**config.mk**
```make
export PLATFORM = sky130hd
export DESIGN_NAME = loop_code_detect
export DESIGN_NICKNAME = d
export VERILOG_FILES = /design/src/rtl/lcd_pkg.sv /design/src/rtl/lcd_code_match.sv /design/src/rtl/lcd_hold_timer.sv /design/src/rtl/loop_code_detect.sv
export SDC_FILE = /design/constraint.sdc
export NUM_CORES = 1
export LEC_CHECK = 0
export BUFFER_PORTS_ARGS = -buffer_cell sky130_fd_sc_hd__buf_2
export CAP_MARGIN = 20
export CELL_PAD_IN_SITES_DETAIL_PLACEMENT = 1
export CELL_PAD_IN_SITES_GLOBAL_PLACEMENT = 2
export CORE_MARGIN = 2
export CORE_UTILIZATION = 40
export DETAILED_ROUTE_END_ITERATION = 7
export PLACE_DENSITY = 0.84
export SYNTH_ARGS = -nofsm -noshare
export SYNTH_HDL_FRONTEND = slang
export SYNTH_HIERARCHICAL = 1
export SYNTH_SLANG_ARGS = --single-unit
```
**constraint.sdc**
```tcl
create_clock -name clk -period 6.74 [get_ports clk]
set_input_delay 2.022 -clock clk [delete_from_list [all_inputs] [get_ports clk]]
set_output_delay 2.022 -clock clk [all_outputs]
set_load 0.02 [all_outputs]
```
**src/rtl/lcd_pkg.sv**
```systemverilog
package lcd_pkg;
  localparam int unsigned NUM_DET = 2;
  localparam int unsigned DET_UP  = 0;
  localparam int unsigned DET_DN  = 1;
endpackage

```
**src/rtl/lcd_code_match.sv**
```systemverilog
module lcd_code_match #(
  parameter int unsigned CODE_W   = 16,
  parameter int unsigned WIN_BITS = 128,
  parameter int unsigned ERR_MAX  = 3,
  localparam int unsigned LEN_W   = $clog2(CODE_W + 1)
) (
  input  logic              clk,
  input  logic              rst,
  input  logic              clr,
  input  logic              bit_vld,
  input  logic              bit_in,
  input  logic [CODE_W-1:0] code,
  input  logic [LEN_W-1:0]  len,
  output logic              locked
);
  localparam int unsigned PH_W = $clog2(CODE_W);
  localparam int unsigned WC_W = $clog2(WIN_BITS);
  localparam int unsigned EC_W = $clog2(ERR_MAX + 2);
  localparam logic [EC_W-1:0] ERR_LIM  = EC_W'(ERR_MAX);
  localparam logic [WC_W-1:0] WIN_LAST = WC_W'(WIN_BITS - 1);

  logic [CODE_W-1:0] hist, new_hist, mask;
  logic [LEN_W-1:0]  fill, fill_nx, eff_len;
  logic [PH_W-1:0]   ph, ph_top;
  logic [WC_W-1:0]   wcnt;
  logic [EC_W-1:0]   err_cnt, err_nx;
  logic              acquire, mism;

  always_comb begin
    if (len == '0)                      eff_len = LEN_W'(1);
    else if (len > LEN_W'(CODE_W))      eff_len = LEN_W'(CODE_W);
    else                                eff_len = len;
    for (int i = 0; i < CODE_W; i++) mask[i] = (i < int'(eff_len));
    new_hist = {hist[CODE_W-2:0], bit_in};
    fill_nx  = (fill == LEN_W'(CODE_W)) ? fill : fill + LEN_W'(1);
    acquire  = (fill_nx >= eff_len) && (((new_hist ^ code) & mask) == '0);
    ph_top   = PH_W'(eff_len - LEN_W'(1));
    mism     = (bit_in != code[ph]);
    err_nx   = err_cnt + EC_W'(mism);
  end

  always_ff @(posedge clk) begin
    if (rst || clr) begin
      hist    <= '0;
      fill    <= '0;
      locked  <= 1'b0;
      ph      <= '0;
      wcnt    <= '0;
      err_cnt <= '0;
    end else if (bit_vld) begin
      hist <= new_hist;
      fill <= fill_nx;
      if (!locked) begin
        if (acquire) begin
          locked  <= 1'b1;
          ph      <= ph_top;
          wcnt    <= '0;
          err_cnt <= '0;
        end
      end else if (err_nx > ERR_LIM) begin
        locked  <= 1'b0;
        wcnt    <= '0;
        err_cnt <= '0;
      end else begin
        ph      <= (ph == '0) ? ph_top : ph - PH_W'(1);
        wcnt    <= (wcnt == WIN_LAST) ? '0 : wcnt + WC_W'(1);
        err_cnt <= (wcnt == WIN_LAST) ? '0 : err_nx;
      end
    end
  end
endmodule

```
**src/rtl/lcd_hold_timer.sv**
```systemverilog
module lcd_hold_timer #(
  parameter int unsigned HOLD_TICKS = 5
) (
  input  logic clk,
  input  logic rst,
  input  logic clr,
  input  logic locked,
  input  logic tick,
  output logic qual
);
  localparam int unsigned CNT_W = $clog2(HOLD_TICKS + 1);
  localparam logic [CNT_W-1:0] LIMIT = CNT_W'(HOLD_TICKS);

  logic [CNT_W-1:0] cnt, cnt_nx;

  always_comb begin
    if (clr || !locked)             cnt_nx = '0;
    else if (tick && cnt != LIMIT)  cnt_nx = cnt + CNT_W'(1);
    else                            cnt_nx = cnt;
  end

  always_ff @(posedge clk) begin
    if (rst) begin
      cnt  <= '0;
      qual <= 1'b0;
    end else begin
      cnt  <= cnt_nx;
      qual <= (cnt_nx == LIMIT);
    end
  end
endmodule

```
**src/rtl/loop_code_detect.sv**
```systemverilog
module loop_code_detect
  import lcd_pkg::*;
#(
  parameter int unsigned CODE_W     = 16,
  parameter int unsigned HOLD_TICKS = 5,
  parameter int unsigned WIN_BITS   = 128,
  parameter int unsigned ERR_MAX    = 3,
  localparam int unsigned LEN_W     = $clog2(CODE_W + 1)
) (
  input  logic              clk,
  input  logic              rst,
  input  logic              enable,
  input  logic              bit_vld,
  input  logic              bit_in,
  input  logic              tick,
  input  logic [CODE_W-1:0] up_code,
  input  logic [LEN_W-1:0]  up_len,
  input  logic [CODE_W-1:0] dn_code,
  input  logic [LEN_W-1:0]  dn_len,
  output logic              rlb_active,
  output logic              up_lock,
  output logic              dn_lock,
  output logic              up_qual,
  output logic              dn_qual
);
  logic [CODE_W-1:0] det_code [NUM_DET];
  logic [LEN_W-1:0]  det_len  [NUM_DET];
  logic [NUM_DET-1:0] det_lock, det_qual;
  logic clr;

  always_comb begin
    clr              = !enable;
    det_code[DET_UP] = up_code;
    det_len[DET_UP]  = up_len;
    det_code[DET_DN] = dn_code;
    det_len[DET_DN]  = dn_len;
  end

  for (genvar g = 0; g < NUM_DET; g++) begin : g_det
    lcd_code_match #(
      .CODE_W(CODE_W), .WIN_BITS(WIN_BITS), .ERR_MAX(ERR_MAX)
    ) u_match (
      .clk(clk), .rst(rst), .clr(clr), .bit_vld(bit_vld), .bit_in(bit_in),
      .code(det_code[g]), .len(det_len[g]), .locked(det_lock[g])
    );
    lcd_hold_timer #(.HOLD_TICKS(HOLD_TICKS)) u_hold (
      .clk(clk), .rst(rst), .clr(clr), .locked(det_lock[g]),
      .tick(tick), .qual(det_qual[g])
    );
  end

  always_ff @(posedge clk) begin
    if (rst || !enable) rlb_active <= 1'b0;
    else if (rlb_active) rlb_active <= !det_qual[DET_DN];
    else                 rlb_active <= det_qual[DET_UP];
  end

  assign up_lock = det_lock[DET_UP];
  assign dn_lock = det_lock[DET_DN];
  assign up_qual = det_qual[DET_UP];
  assign dn_qual = det_qual[DET_DN];
endmodule

```
Word-level counts from Yosys, hierarchy flattened. Index checks and enable logic that the tools add are counted.

Input port bits: 48. Output and inout bits: 5. Flip-flop bits (word level): 79. Logic and storage cells: 153.

Add/subtract/negate cells: 12. Equality and inequality tests: 12. Magnitude comparators: 40. Bitwise operators: 4. Reduce and logical (&&, ||, !) cells: 23. Mux-type cells: 45.

Operators by type and width (number): $lt A4 B5 Y1 const A (16); $mux W7 (8); $lt A3 B5 Y1 const A (8); $mux W3 (12); $and A16 B16 Y16 (2); $logic_not A16 Y1 (2); $mux W4 (8); $xor A16 B16 Y16 (2); $mux W5 (6); $lt A1 B5 Y1 const A (4); $lt A2 B5 Y1 const A (4); $sub A4 B1 Y4 const B (4); $add A7 B1 Y7 const B (2); $eq A7 B7 Y1 const B (2); $add A5 B1 Y5 const B (2); $eq A5 B5 Y1 const B (2); $ge A5 B5 Y1 (2); $gt A5 B5 Y1 const B (2); $logic_not A5 Y1 (2); $lt A4 B5 Y1 const B (2); $mux W1 (9); $bmux W1 S4 (2); $logic_not A4 Y1 (2); $add A3 B1 Y3 (2); other kinds (12) (29).

Logic depth before layout (Yosys ltp).
Depth after elaboration: 9. Gate-level depth with buffers: 14. Gate-level depth less buffers: 12.

By module. Netlist, hierarchy kept.

Modules (own cells, without submodules): lcd_code_match (instances 2, cells each 267, area an instance 2318.5 um^2, seq. area each 700.7 um^2); lcd_hold_timer (instances 2, cells each 20, area an instance 221.5 um^2, seq. area each 80.1 um^2); loop_code_detect (instances 1, cells each 5, area an instance 43.8 um^2, seq. area each 20.0 um^2).

Worst setup path after synthesis. Ideal clock, no wire load.

Path kind: input to register. Start: in up_code[15]. End: reg g_det[0].u_match.wcnt[3]. Data required time: 6.654 ns. Stages: 12. Setup slack: 2.215 ns. Library setup time: 0.086 ns. Arrival: 4.439 ns. Path buffers: 0. Cells stage by stage: mux4_2 mux4_2 xor2_1 ha_1 ha_1 xnor2_1 nand3_1 nor2_1 nand2_1 o21ai_0 nand2_1 a211oi_1.

Word-level cells in the longest chain between the ends: 7. Elaborated cells between the ends (all ways): 13. Classes of those cells: add/sub: 1; order compare: 1; eq/ne: 1; mux: 4; bitwise: 2; reduce/logical: 4.

RTL lines: start, declared (line loop_code_detect.sv:16) `input logic [CODE_W-1:0] up_code,`; $bmux W1 S4 (line lcd_code_match.sv:38) `mism = (bit_in != code[ph]);`; $mux W1 (not written as such) (line lcd_code_match.sv:38); $ne A1 B1 Y1 (line lcd_code_match.sv:38); $add A3 B1 Y3 (line lcd_code_match.sv:39) `err_nx = err_cnt + EC_W'(mism);`; $gt A3 B2 Y1 (line lcd_code_match.sv:60) `end else if (err_nx > ERR_LIM) begin`; $mux W7 (line lcd_code_match.sv:60); $mux W7 (line lcd_code_match.sv:53) `if (!locked) begin`; end signal, assigned (line lcd_code_match.sv:66) `wcnt <= (wcnt == WIN_LAST) ? '0 : wcnt + WC_W'(1);`; end, declared (line lcd_code_match.sv:25) `logic [WC_W-1:0] wcnt;`.

Parallel ways exist; a longest one is shown, timed or not. The select of a mux whose other input is x is not followed. A chain may end at the register's enable or synchronous reset.

Worst setup path in the final report.
Start: in dn_code[5]. End: reg g_det[1].u_match.wcnt[5].

Word-level cells in the longest chain between the ends: 7. Elaborated cells between the ends (all ways): 13. Classes of those cells: add/sub: 1; order compare: 1; eq/ne: 1; mux: 4; bitwise: 2; reduce/logical: 4.

RTL lines: start, declared (line loop_code_detect.sv:18) `input logic [CODE_W-1:0] dn_code,`; $bmux W1 S4 (line lcd_code_match.sv:38); $mux W1 (not written as such) (line lcd_code_match.sv:38); $ne A1 B1 Y1 (line lcd_code_match.sv:38); $add A3 B1 Y3 (line lcd_code_match.sv:39); $gt A3 B2 Y1 (line lcd_code_match.sv:60); $mux W7 (line lcd_code_match.sv:60); $mux W7 (line lcd_code_match.sv:53); end signal, assigned (line lcd_code_match.sv:66); end, declared (line lcd_code_match.sv:25).

Parallel ways exist; a longest one is shown, timed or not. The select of a mux whose other input is x is not followed.

==> results.tsv <==
stage	metric	value	unit
yosys	synth_flop_cell	sky130_fd_sc_hd__dfxtp_1	
timing	relSlewSlack	45.7	%
cells_and_area	post_route_design_area	5800	um2
timing	worst-slew-pin-transition	0.811	ns
routing	route.detailed.wl_per_inst	16.9	um
global_route	global_route.overflow_total	0	
yosys	yosys.area.top_type	sky130_fd_sc_hd__dfxtp_1	
yosys	synth.top_cell.area_share	30.9	%
global_route	globalRouteMet3Util	2.78	%
yosys	synth.net_count	655	
placed_design	post_dp_cell_area	5460	um2
yosys	synthesis.area_per_instance	8.85	um2
clock_tree	cts_setup_buffers	0	
yosys	yosysSeqAreaShare	30.9	%
power	cellLeakagePower	2.27	nW
yosys	syn_inst	579	
clock_tree	clock_tree.root_cell	sky130_fd_sc_hd__clkbuf_16	
cells_and_area	insertedDiodeCount	0	
power	irDropWorstVdd	0.137	mV
yosys	synthesis.yosys.warnings	6	
floorplan	die_area	13700	um2
placed_design	portBuffers	52	
clock_tree	cts_max_path_buffers	2	
yosys	synth-seq-cells	79	
timing	timing_max_transition_violations_final	0	
floorplan	core_area	12600	um2
timing	hold_viol	0	
worst_setup_path	required	6.99	ns
routing	drc	0	
clock_tree	clock_tree_from_tritoncts	done	
floorplan	die_width	117	um
yosys	post_synth_main_area_contributors	sky130_fd_sc_hd__dfxtp_1, sky130_fd_sc_hd__mux2i_1, sky130_fd_sc_hd__ha_1, sky130_fd_sc_hd__xnor2_1, sky130_fd_sc_hd__nor2_1	
worst_setup_path	worstSetupStartpointType	primary input	
floorplan	initial_core_util	40.8	%
yosys	async_reset_ff_share	0	%
timing	grt_setup_unrepaired	false	
timing	finalCritPeriodShare	72.3	%
worst_setup_path	crit_type	primary input to register	
timing	setup-violations-final	0	
global_route	grtUsageMet2	35.4	%
yosys	netlist_area	5120	um2
yosys	ys_types	54	
clock_tree	insertion_delay	0.34	ns
yosys	synth-edff-count	0	
global_route	grt_max_degree	30	
yosys	synth_commonest_cells	sky130_fd_sc_hd__dfxtp_1, sky130_fd_sc_hd__nor2_1, sky130_fd_sc_hd__nand2_1, sky130_fd_sc_hd__mux2i_1, sky130_fd_sc_hd__xnor2_1	
hold_path	min_path_type	register to register	
floorplan	placement_rows	41	
floorplan	boundaryPins	53	
global_route	grt_first_pass_wirelength	22.9	mm
clock_tree	cts_hold_repair.buffers	0	
timing	worst_clock_skew	0.00919	ns
routing	final_ant_viol_nets	0	
routing	initialDrtViolationCount	181	
routing	vias	4342	
floorplan	die_y	117	um
cells_and_area	final_layout_size_suffix_gt1_share	17.0	%
timing	max_clock_freq	205	MHz
cells_and_area	finish.net_count	693	
run_status	status	finished clean	
global_route	grtUsageMet1	28.4	%
global_route	antenna_found_initial	0	
power	cellPowerDensity	200	nW/um2
power	report.power.total	1.16	mW
global_route	grt_pass1_vias	4554	
worst_setup_path	arrival_time_reported_for_the_critical_path_endpoint	5.12	ns
global_route	globalRouteTotalUtil	21.2	%
timing	final.min_clock_period	4.87	ns
clock_tree	clock-sinks	79	
cells_and_area	syn2layout_area_growth	13.2	%
routing	via_per_inst	5.47	
worst_setup_path	crit_path_end_kind	register	
yosys	synthMostInstantiatedCell	sky130_fd_sc_hd__dfxtp_1	
run	max_cap_viol_count	0	
clock_tree	post_cts.resized_instances	0	
timing	hold-worst-slack	0.446	ns
timing	finalSetupTns	0	ns
clock_tree	cts-buffers-inserted	9	
worst_setup_path	max_stage_delay	0.50	ns
routing	wl	13.4	mm
clock_tree	clock_pin_slew_worst_setup_and_hold_paths	0.05	ns
worst_setup_path	cp_cell_sequence	buf_2 > mux4_2 > mux4_2 > xor2_1 > ha_1 > ha_1 > xnor2_1 > nand2_1 > a211oi_1 > o211ai_1 > o21ai_0	
worst_setup_path	worst_path_max_delay_cell	sky130_fd_sc_hd__a211oi_1	
worst_setup_path	max_fanout_on_critical_path	6	
placed_design	place.detailed.hpwl	9.87	mm
global_route	grt_most_used_layer	met2	
clock_tree	cts_htree_levels	3	
placed_design	place_congestion	0.811	
routing	dr.pass1.iters	4	
cell type report:
| type | instances | area, um2 |
|---|---|---|
| tap | 172 | 215 |
| clock buffer | 13 | 250 |
| clock inverter | 3 | 90.1 |
| timing repair buffer | 53 | 268 |
| fill | 1484 | 6770 |
| multi-input combinational | 453 | 3320 |
| inverter | 21 | 78.8 |
| sequential | 79 | 1580 |
worst max-delay path: cells and delay by family:
| kind | cells | cell delay, ns |
|---|---|---|
| AO/OA/AOI/OAI | 3 | 0.77 |
| AND/OR/NAND/NOR | 1 | 0.23 |
| buffers and inverters | 1 | 0.11 |
| XOR/XNOR | 2 | 0.62 |
| adder cells (fa/ha/maj) | 2 | 0.37 |
| multiplexers | 2 | 0.98 |
power by group:
group	total (mW)	switching [mW]	internal [mW]	leakage, nW
registers	0.470	0.00166	0.468	0.636
clock network	0.571	0.198	0.373	0.164
logic	0.117	0.0677	0.0488	1.47
routing by layer:
layer / wire length, um / share of wire (%)
met1: 6500 / 48
met2: 6340 / 47
met3: 391 / 2.9
met4: 175 / 1.3
met5: 0 / 0
stage by stage:
step	setup WS (ns)	util (%)	instances
after global placement	1.70	43.5	778
after detailed placement	1.62	43.5	778
after floorplan	2.22	-	579
final	1.87	46.2	794
after CTS	1.95	46.2	794
after global routing	1.62	46.2	794
layout by cell type, fill, tap and decap left out, types with 3 or more instances in the layout:
cell type                   synthesis  layout
sky130_fd_sc_hd__o31ai_1            6       6
sky130_fd_sc_hd__nor3_1             6       6
sky130_fd_sc_hd__nor2b_1            4       4
sky130_fd_sc_hd__or2_2              6       6
sky130_fd_sc_hd__or3_1              4       4
sky130_fd_sc_hd__ha_1              28      28
sky130_fd_sc_hd__dfxtp_1           79      79
sky130_fd_sc_hd__nand2b_1           6       6
sky130_fd_sc_hd__clkbuf_1          16       3
sky130_fd_sc_hd__and2_2             4       4
sky130_fd_sc_hd__nand4_1            6       6
sky130_fd_sc_hd__o211ai_1           4       4
sky130_fd_sc_hd__inv_1             19      19
sky130_fd_sc_hd__mux2i_1           38      38
sky130_fd_sc_hd__nand3_1           18      18
sky130_fd_sc_hd__a31oi_1            8       8
sky130_fd_sc_hd__bufinv_16          0       3
sky130_fd_sc_hd__o21ai_0           32      32
sky130_fd_sc_hd__xor2_1            14      14
sky130_fd_sc_hd__buf_2              2      52
sky130_fd_sc_hd__nor2_1            68      68
sky130_fd_sc_hd__clkbuf_16          0       9
sky130_fd_sc_hd__and2_1             4       4
sky130_fd_sc_hd__xnor2_1           38      38
sky130_fd_sc_hd__a21oi_1           26      26
sky130_fd_sc_hd__nand2_1           44      44
sky130_fd_sc_hd__a211oi_1          11      11
sky130_fd_sc_hd__o22ai_1            6       6
sky130_fd_sc_hd__and3_1            10      10
sky130_fd_sc_hd__o21a_1             6       6
sky130_fd_sc_hd__nor4_1             4       4
sky130_fd_sc_hd__mux4_2            10      10
path summary, 6_finish.rpt:
kind,cells after the start,slack (ns),startpoint,end
setup / recovery,11,1.87,dn_code[5],g_det[1].u_match/wcnt[5]$_SDFFE_PP0P_
hold / removal,2,0.45,g_det[1].u_match/err_cnt[2]$_SDFFE_PP0P_,g_det[1].u_match/err_cnt[2]$_SDFFE_PP0P_
setup reg to reg,10,3.00,g_det[1].u_match/ph[0]$_SDFFE_PP0P_,g_det[1].u_match/wcnt[5]$_SDFFE_PP0P_
hold reg to reg,2,0.45,g_det[1].u_match/err_cnt[2]$_SDFFE_PP0P_,g_det[1].u_match/err_cnt[2]$_SDFFE_PP0P_
sequential cells by signal, summed over array words and instances, names as in the netlist:
signal and count:
g_det.u_hold/cnt 6, g_det.u_match/fill 10, rlb_active 1, g_det.u_match/err_cnt 6, g_det.u_hold/qual 2, g_det.u_match/wcnt 14, g_det.u_match/hist 30, g_det.u_match/locked 2
g_det.u_match/ph 8
logic make-up (layout without fill, tap and decap cells):
kind of cell	count (synthesis)	in the layout	synth area share (%)
buffers and inverters	47	90	4.37
and+or+nand+nor	200	200	20.4
xor gates and xnor gates	52	52	8.89
AOI/OAI and AO/OA	123	123	16.4
muxes	48	48	11.8
DFF	79	79	30.9
adders and majority gates	30	30	7.28
Power figures use the tool's default switching activity.
